--- src/rtl/strided_mem.sv ---
module strided_mem #(
  parameter int DW = 16,
  parameter int AW = 6,
  parameter int CW = 8
) (
  input  logic          clk,
  input  logic          rst_n,
  input  logic          cmd_valid,
  output logic          cmd_ready,
  input  logic [1:0]    cmd_op,
  input  logic [AW-1:0] cmd_addr,
  input  logic          stride_valid,
  output logic          stride_ready,
  input  logic [AW-1:0] stride_data,
  input  logic          count_valid,
  output logic          count_ready,
  input  logic [CW-1:0] count_data,
  input  logic          wdata_valid,
  output logic          wdata_ready,
  input  logic [DW-1:0] wdata,
  output logic          rsp_valid,
  input  logic          rsp_ready,
  output logic [DW-1:0] rsp_data
);
  localparam int DEPTH = 1 << AW;
  localparam logic [1:0] OP_RD = 2'b00;
  localparam logic [1:0] OP_WR = 2'b01;

  logic [DW-1:0] mem [DEPTH];
  logic [AW-1:0] cur_addr, cur_stride;
  logic [CW-1:0] remain;
  logic          burst_wr;

  logic busy, out_free, sgl_rd, sgl_wr, bst_go, beat_rd, beat_wr, mem_we, emit;
  logic [AW-1:0] mem_addr;

  assign busy     = |remain;
  assign out_free = !rsp_valid || rsp_ready;
  assign sgl_rd   = !busy && cmd_valid && cmd_op == OP_RD && out_free;
  assign sgl_wr   = !busy && cmd_valid && cmd_op == OP_WR && wdata_valid && out_free;
  assign bst_go   = !busy && cmd_valid && cmd_op[1] && stride_valid && count_valid;
  assign beat_wr  = busy && burst_wr && wdata_valid && out_free;
  assign beat_rd  = busy && !burst_wr && out_free;

  assign mem_we   = sgl_wr || beat_wr;
  assign mem_addr = busy ? cur_addr : cmd_addr;
  assign emit     = sgl_rd || sgl_wr || beat_rd || beat_wr;

  assign cmd_ready    = sgl_rd || sgl_wr || bst_go;
  assign stride_ready = bst_go;
  assign count_ready  = bst_go;
  assign wdata_ready  = mem_we;

  always_ff @(posedge clk)
    if (mem_we) mem[mem_addr] <= wdata;

  always_ff @(posedge clk) begin
    if (!rst_n) begin
      rsp_valid <= 1'b0;
      rsp_data  <= '0;
    end else if (emit) begin
      rsp_valid <= 1'b1;
      rsp_data  <= mem_we ? '0 : mem[mem_addr];
    end else if (rsp_ready) begin
      rsp_valid <= 1'b0;
    end
  end

  always_ff @(posedge clk) begin
    if (!rst_n) begin
      remain     <= '0;
      cur_addr   <= '0;
      cur_stride <= '0;
      burst_wr   <= 1'b0;
    end else if (bst_go) begin
      remain     <= count_data;
      cur_addr   <= cmd_addr;
      cur_stride <= stride_data;
      burst_wr   <= cmd_op[0];
    end else if (beat_rd || beat_wr) begin
      remain     <= remain - 1'b1;
      cur_addr   <= cur_addr + cur_stride;
    end
  end
endmodule


--- config.mk ---
export PLATFORM = sky130hd
export DESIGN_NAME = strided_mem
export DESIGN_NICKNAME = d
export VERILOG_FILES = /design/src/rtl/strided_mem.sv
export SDC_FILE = /design/constraint.sdc
export NUM_CORES = 1
export LEC_CHECK = 0
export ABC_AREA = 0
export CORE_UTILIZATION = 45
export DETAILED_ROUTE_END_ITERATION = 16
export MAX_ROUTING_LAYER = met4
export PLACE_DENSITY_LB_ADDON = 0.15
export SYNTH_ARGS = -nofsm -noshare
export SYNTH_HDL_FRONTEND = slang
export SYNTH_SLANG_ARGS = --single-unit
--- constraint.sdc ---
create_clock -name clk -period 5.9 [get_ports clk]
set_clock_uncertainty 0.2 [all_clocks]
set_input_delay 0.59 -clock clk [delete_from_list [all_inputs] [get_ports clk]]
set_output_delay 0.59 -clock clk [all_outputs]
set_load 0.01 [all_outputs]
---- Yosys cells after proc, flatten, opt, wreduce, memory -nomap -nowiden ----
Memories as Yosys holds them, arrays and structs flattened.
Cells that the tools add are included.
storage, ports and cells
  bits in registers ....................... 38
  memories kept ........................... 1
  output and inout port bits .............. 21
  input bits .............................. 45
  memory bits (writable) .................. 1024
  logic and storage cells ................. 48
memory list
  name  depth  width  rd ports  clocked after memory_dff  wr ports  line  RTL
  mem   64     16     1         0                         1         29    logic [DW-1:0] mem [DEPTH];
cells by class
  add/sub/neg operators ................... 2
  equality and inequality tests ........... 1
  reduce and logical (&&, ||, !) cells .... 28
  multiplexer cells ....................... 10
operators with widths
  kind                   count
  $mux W6                3
  $mux W16               1
  $mux W8                2
  $logic_and A1 B1 Y1    14
  $reduce_or A8 Y1       1
  $sub A8 B1 Y8 const B  1
  $logic_or A1 B1 Y1     7
  $add A6 B6 Y6          1
  $mux W1                4
  $reduce_bool A2 Y1     2
  $logic_not A1 Y1       3
  $eq A2 B1 Y1 const B   1
  $logic_not A2 Y1       1

---- Depth between registers and ports, before layout ----
Gate-level depths: netlist of the first run.
  depth after elaboration ................. 10
  depth in mapped cells ................... 14
  mapped depth without buffers ............ 9

---- Worst setup path before layout of the first run ----
No wires, ideal clock.
  kind .................................... register to register
  start ................................... register remain[0]
  end ..................................... memory mem[14][0] (enable)
  stages on the path, launching flop included .. 13
  required time ........................... 5.312 ns
  library setup time ...................... 0.388 ns
  arrival ................................. 3.311 ns
  buffers on the path ..................... 5
  setup slack ............................. 2.000 ns
  clock period less this slack ............ 3.900 ns
  path through ............................ dfxtp_1 > inv_1 > ha_1 > or3b_1 > buf_2 > or4_1 > and2_1 > buf_2 > buf_2 > buf_2 > nand2b_1 > clkbuf_1 > nor2_1
between the ends
  cells in the longest elaborated chain, start to end .. 9
  elaborated cells between the ends (all ways) .. 13
  classes of those cells .................. mux (3); reduce/logical (10)
ends and longest elaborated chain
  element                            line  RTL
  start: declaration                 31    logic [CW-1:0] remain;
  start signal: assignment           76    remain <= count_data;
  start signal: assignment           81    remain <= remain - 1'b1;
  $reduce_or A8 Y1 (*)               37    assign busy = |remain;
  $logic_not A1 Y1                   40    assign sgl_wr = !busy && cmd_valid && cmd_op == OP_WR && wdata_valid && out_free;
  $logic_and A1 B1 Y1 (4 in series)  40
  $logic_or A1 B1 Y1                 45    assign mem_we = sgl_wr || beat_wr;
  $mux W1                            55    if (mem_we) mem[mem_addr] <= wdata;
  $mux W1 (implied by the code)      55
  end: declaration                   29
Every way passes the cells marked *; elsewhere a longest branch is shown, timed or not.

---- Worst setup path after layout of the first run ----
  start ................................... register remain[0]
  end ..................................... register rsp_data[6]
between the ends
  cells in the longest elaborated chain, start to end .. 9
  elaborated cells between the ends (all ways) .. 20
  classes of those cells .................. mux (2); reduce/logical (17); memory (1)
ends and longest elaborated chain
  element                                                                  line  RTL
  $reduce_or A8 Y1 (*)                                                     37
  parallel branches: the longest is 8 deep, another holds $mem_v2 Z64 W16  -
  end signal: assignment                                                   63    rsp_data <= mem_we ? '0 : mem[mem_addr];
  end: declaration                                                         23    output logic [DW-1:0] rsp_data
Mark *: on every way between the ends.
A chain may end at the register's enable or synchronous reset.

==> results.yml, run 1 <==
status:
  status: "complete, no violations"
die:
  die_w_um: 301
  core_area_sq_um: 88400
  start_util_pct: 45.4
  die_height_um: 301
  dieArea_sq_um: 90400
  pin_count: 66
  num_rows: 109
synth:
  synth-async-reset-ratio_pct: 0
  ys_types: 69
  syn-cell-area_sq_um: 40100
  synth-seq-cells: 1062
  synth_fp_nets: 2497
  yosysTopAreaCell: "edfxtp_1"
  netlist.area_leader.share_pct: 76.6
  syn_area_per_cell_sq_um: 16.4
  synth_area_leaders: "edfxtp_1 77%, o22ai_1 5.1%, a21oi_1 2.8%, a21o_1 2.0%, dfxtp_1 1.9%"
  postSynthCellCount: 2444
  yosys_most_used_dff: "edfxtp_1"
  yosys_warnings: 0
  yosysSeqAreaShare_pct: 78.5
  synth_edf_count: 1024
route:
  firstDrtPassIters: 6
  wl_per_cell_um: 35.4
  drc: 0
  drtIter0Drc: 3763
  wl_mm: 137
  vias_per_cell: 6.68
  vias: 25900
  drtAntennaViolNets: 0
finish:
  layout_commonest_cell: "edfxtp_1"
  drive_gt1_share_pct: 13.9
  syn2layout_area_growth_pct: 14.6
  num-fill-cells: 7270
  finalNetCount: 2664
  layout_common_cells: "1024 x edfxtp_1, 325 x o22ai_1, 222 x a21oi_1, 166 x buf_4, 109 x a21o_1"
cts:
  cts_resized: 0
  clk_latency_ns: 0.69
  clk_path_buf_depth: 3
  clk_pin_slew_ns: 0.06
  cts_tree: "yes"
  cts_made_buffers: 107
  htree_levels: 3
  cts_hold_buf: 0
  clockRootBuffer: "clkbuf_16"
  cts.sinks: 1062
  postCtsSetupBuffers: 0
critical_path:
  cp_top_family: "compound AO/OA/AOI/OAI gates"
  endpoint_kind: "flop"
  worstPathCellList: "inv_1 -> ha_1 -> or3b_1 -> o211ai_4 -> buf_4 -> buf_4 -> a21oi_1 -> or4_1 -> o31ai_1 -> and3_1 -> a32o_1"
  worst_path_max_delay_cell: "o31ai_1"
  crit_path_frequent_cell: "buf_4"
  crit_fanout: 38
  crit_type: "flop to flop"
  arrival_ns: 5.38
  start_kind: "flop"
  required_ns: 6.31
  max_stage_delay_ns: 0.90
  crit_buf_inv: 3
global_route:
  grt_pass1_wl_mm: 193
  antenna_found_initial: 7
  grt_max_degree: 65
  grt_usage_pct: 31.2
  grt_overflow: 0
  grt_pass1_vias: 24700
timing:
  fmax_mhz: 201
  slew_headroom_pct: 4.82
  rsz0062_at_grt: "no"
  tightest_slew_ns: 1.43
  hold_viol: 0
  period_share_pct: 84.2
  setup_violations: 0
  min_period_ns: 4.97
  setup_tns_ns: 0
  slew_viol_final: 0
power_and_ir_drop:
  p_leak_nw: 14.7
  power_mw: 19.3
  power_density_nw_per_um2: 419
  irDropWorstVdd_v: 0.000500
placed_design:
  gp_congestion: 0.937
  dpl.hpwl_mm: 79.1
  io_buffers: 65
job:
  max_cap_viol_count: 0
hold_path:
  hp-class: "primary input to flop"
cell usage after synthesis, types with 3 or more instances:
master / n
o2111ai_1: 42
o31a_1: 29
nand2_1: 36
nor4_1: 24
o221ai_1: 5
a221oi_1: 4
mux2i_1: 9
a21oi_1: 222
buf_2: 68
ha_1: 7
nand2b_1: 12
o21bai_1: 8
inv_1: 10
o41ai_1: 25
nand3_1: 7
nand4_1: 5
nor3_1: 29
buf_1: 8
a21o_1: 109
and3_1: 4
a32o_1: 9
a31oi_1: 8
buf_6: 11
o31ai_1: 32
a22oi_1: 4
xnor2_1: 5
edfxtp_1: 1024
nor3b_1: 6
o22a_1: 14
nor2b_1: 3
nor2_1: 92
a211o_1: 3
dfxtp_1: 38
o21ai_1: 3
buf_4: 18
xor2_1: 3
o21ai_0: 7
a2111o_1: 5
and2_1: 12
or3_1: 4
or4_1: 47
clkbuf_1: 75
o22ai_1: 325
flip-flops by register name (all words and copies together), names as in the netlist:
name / cells
rsp_data: 16
mem: 1024
burst_wr: 1
rsp_valid: 1
remain: 8
cur_addr: 6
cur_stride: 6
kinds of logic (layout without fill, tap and decap cells):
kind of cell	Yosys count	count (layout)	synth area share [%]
xor+xnor	8	8	0.175
fa+ha+maj	8	8	0.268
buf+inv	192	447	2.41
other cells	0	5	0
compound gates	872	872	14.5
simple gates	292	292	3.89
flops	1062	1062	78.5
mux	10	10	0.253
worst min-delay path: cells and delay by family:
kind | cells | cell delay, ns
AOI/OAI and AO/OA | 1 | 0.05
buffers and inverters | 1 | 0.39
and+or+nand+nor | 1 | 0.06
layer usage:
metal	vias to the layer above	share of wire (%)	GRT usage [%]
met5	-	0	-
met1	13300	39	43.3
met4	0	4.0	11.1
met2	1817	44	45.2
met3	287	12	7.29
li1	10400	-	-
power by group:
| part | internal (mW) | switching [mW] | leakage [nW] |
|---|---|---|---|
| Combinational | 1.29 | 3.08 | 3.55 |
| Sequential | 8.35 | 0.126 | 9.51 |
| Clock | 3.52 | 2.89 | 1.62 |
| Total | 13.2 | 6.09 | 14.7 |
path summary, 6_finish.rpt:
path	from	end	slack (ns)	depth (start not counted)
worst max-delay path	remain[0]$_SDFFE_PN0P_	rsp_data[6]$_SDFFE_PN0P_	0.93	11
worst min-delay path	count_data[5]	remain[5]$_SDFFE_PN0P_	0.26	3
worst max register to register	remain[0]$_SDFFE_PN0P_	rsp_data[6]$_SDFFE_PN0P_	0.93	11
worst min register to register	cur_stride[0]$_SDFFE_PN0P_	cur_stride[0]$_SDFFE_PN0P_	0.31	2
stage by stage:
step	cell area [sq um]	setup slack [ns]	hold WS, ns	utilization (%)	instances
5_1_grt	46000	0.725	0.248	52.1	3869
2_1_floorplan	40100	2.00	0.265	-	2444
3_3_place_gp	42700	1.06	0.284	48.3	3667
4_1_cts	46000	1.06	0.241	52.0	3864
3_5_place_dp	42700	1.11	0.299	48.3	3667
6_report	46000	0.935	0.264	52.1	3869
layout make-up:
type / count / area [sq um] / share of cell area (%)
diodes: 5 / 12.5 / 0.0272
clock buffers: 122 / 2760 / 5.99
clock inverters: 75 / 520 / 1.13
inverters: 11 / 41.3 / 0.0897
multi-input cells: 1190 / 7730 / 16.8
flip-flops and latches: 1062 / 31500 / 68.5
well taps: 1165 / 1460 / 3.17
repair buffers: 239 / 1980 / 4.30
No activity file was read; power rests on OpenSTA's default activity.
==> run 2: changes to the inputs <==
Clock period 5.9 ns to 4.8 ns, I/O delays scaled along.
==> results.yml, run 2 (synthesis results as in run 1) <==
status:
  status: "complete, no violations"
power_and_ir_drop:
  power_frac_clock_pct: 33.9
  irDropWorstVdd_v: 0.000414
  switching_power_mw: 7.35
  seq_power_share_pct: 43.4
  internal_power_mw: 16.6
  p_leak_nw: 15.0
  p_sw_share_pct: 30.6
  power_density_nw_per_um2: 515
  p_comb_share_pct: 22.7
placed_design:
  dpl_cell_area_sq_um: 43200
  pre_cts_slack_ns: 0.232
  gp_congestion: 0.887
  dpl.hpwl_mm: 78.7
  io_buffers: 65
finish:
  layout_commonest_cell: "edfxtp_1"
  syn2layout_area_growth_pct: 16.0
  top_register: "mem"
  fin_util_pct: 52.7
  layout_common_cells: "1024 x edfxtp_1, 325 x o22ai_1, 222 x a21oi_1, 191 x buf_4"
  finish.instance_area_sq_um: 46600
  num-fill-cells: 7160
  finalNetCount: 2703
  multiInputGateArea_sq_um: 7740
  drive_gt1_share_pct: 15.1
  largest_register_ffs: 1024
  seqCellArea_sq_um: 31500
  reg_top3: "mem: 1024 flops, rsp_data: 16 flops, remain: 8 flops"
route:
  wl_per_cell_um: 34.7
  drtIter0Drc: 3383
  firstDrtPassIters: 5
  wl_mm: 135
  vias_per_cell: 6.54
  drtAntennaViolNets: 0
  vias: 25500
  drc: 0
critical_path:
  arrival_ns: 5.09
  start_kind: "flop"
  crit_fanout: 25
  worst_path_max_delay_cell: "nor3_1"
  worstPathCellList: "inv_1 -> ha_1 -> or3b_1 -> or4_2 -> and2_4 -> buf_12 -> buf_4 -> o22ai_1 -> o31a_1 -> nor3_1 -> a32o_1"
  endpoint_kind: "flop"
  required_ns: 5.23
  max_stage_delay_ns: 0.78
  critPathLaunch: "remain[0]$_SDFFE_PN0P_"
  crit_type: "flop to flop"
  timing.rr.start: "remain[0]$_SDFFE_PN0P_"
cts:
  clk_latency_ns: 0.69
  clk_path_buf_depth: 3
  htree_levels: 3
  clockRootBuffer: "clkbuf_16"
  cts.sinks: 1062
  cts_resized: 0
  postCtsSetupBuffers: 0
  cts_tree: "yes"
  cts_hold_buf: 0
  cts_made_buffers: 107
  clk_pin_slew_ns: 0.06
global_route:
  antenna_found_initial: 4
  grt_usage_pct: 30.8
  grt_max_degree: 71
  grt_overflow: 0
  grt_pass1_vias: 24600
  grt_pass1_wl_mm: 189
die:
  dieArea_sq_um: 90400
  die_w_um: 301
  start_util_pct: 45.4
  pin_count: 66
  num_rows: 109
  die_height_um: 301
  core_area_sq_um: 88400
hold_path:
  hp-class: "primary input to flop"
  worstHoldStart: "wdata[4]"
timing:
  min_period_ns: 4.65
  setup_tns_ns: 0
  slew_headroom_pct: 1.13
  setup_violations: 0
  setup_ws_ns: 0.146
  timing.hold.ws_ns: 0.0544
  tightest_slew_ns: 1.48
  period_share_pct: 97.0
  fmax_mhz: 215
  slew_viol_final: 0
  hold_viol: 0
  rsz0062_at_grt: "no"
job:
  max_cap_viol_count: 0
run 2: cell types whose count changed in the layout (fill, tap and decap cells not counted), sizes merged, moves of 4 or more:
cell | previous run | this run
buf | 190 | 229
diode | 5 | 1
bufinv | 4 | 8
clkbuf | 122 | 137
clkinv | 68 | 42
run 2: power by group through the flow:
stage | sequential, mW | combinational, mW | clock (mW)
after floorplan | 10.5 | 2.58 | 0
final | 10.4 | 5.45 | 8.12
after global placement | 10.6 | 5.30 | 0
after CTS | 10.4 | 5.34 | 8.19
after detailed placement | 10.6 | 5.31 | 0
after global routing | 10.4 | 5.59 | 8.53
run 2: area by class of cell:
cell class | count | area share (%)
inverters | 11 | 0.0886
clock inverters | 53 | 1.14
repair buffers | 278 | 5.25
flip-flops and latches | 1062 | 67.6
diodes | 1 | 0.00537
well taps | 1165 | 3.13
multi-input cells | 1190 | 16.6
clock buffers | 137 | 6.12
run 2: metrics by stage:
stage	power, mW	std cells
final	24.0	3897
after detailed placement	15.9	3706
after floorplan	13.1	2444
after global routing	24.5	3897
after CTS	23.9	3896
after global placement	15.9	3706
run 2: path summary, 6_finish.rpt:
kind                           endpoint  slack [ns]  cells after the start
max            rsp_data[8]$_SDFFE_PN0P_        0.15                     11
min                mem[17][4]$_DFFE_PP_        0.05                      1
max reg2reg    rsp_data[8]$_SDFFE_PN0P_        0.15                     11
min reg2reg  cur_stride[4]$_SDFFE_PN0P_        0.30                      2
run 2: worst max-delay path, delay by kind of cell (launching register included):
kind	cells	cell delay, ns
AOI/OAI and AO/OA	3	0.71
adders and majority gates	1	0.21
buffers and inverters	3	0.52
DFF	1	0.39
and+or+nand+nor	4	2.53
run 2: layer usage:
| metal | global-route usage, % | share of wire [%] | vias up |
|---|---|---|---|
| met1 | 42.3 | 40 | 13200 |
| met3 | 6.75 | 11 | 250 |
| met2 | 45.2 | 45 | 1572 |
| met5 | - | 0 | - |
| met4 | 11.6 | 4.2 | 0 |
| li1 | - | - | 10500 |
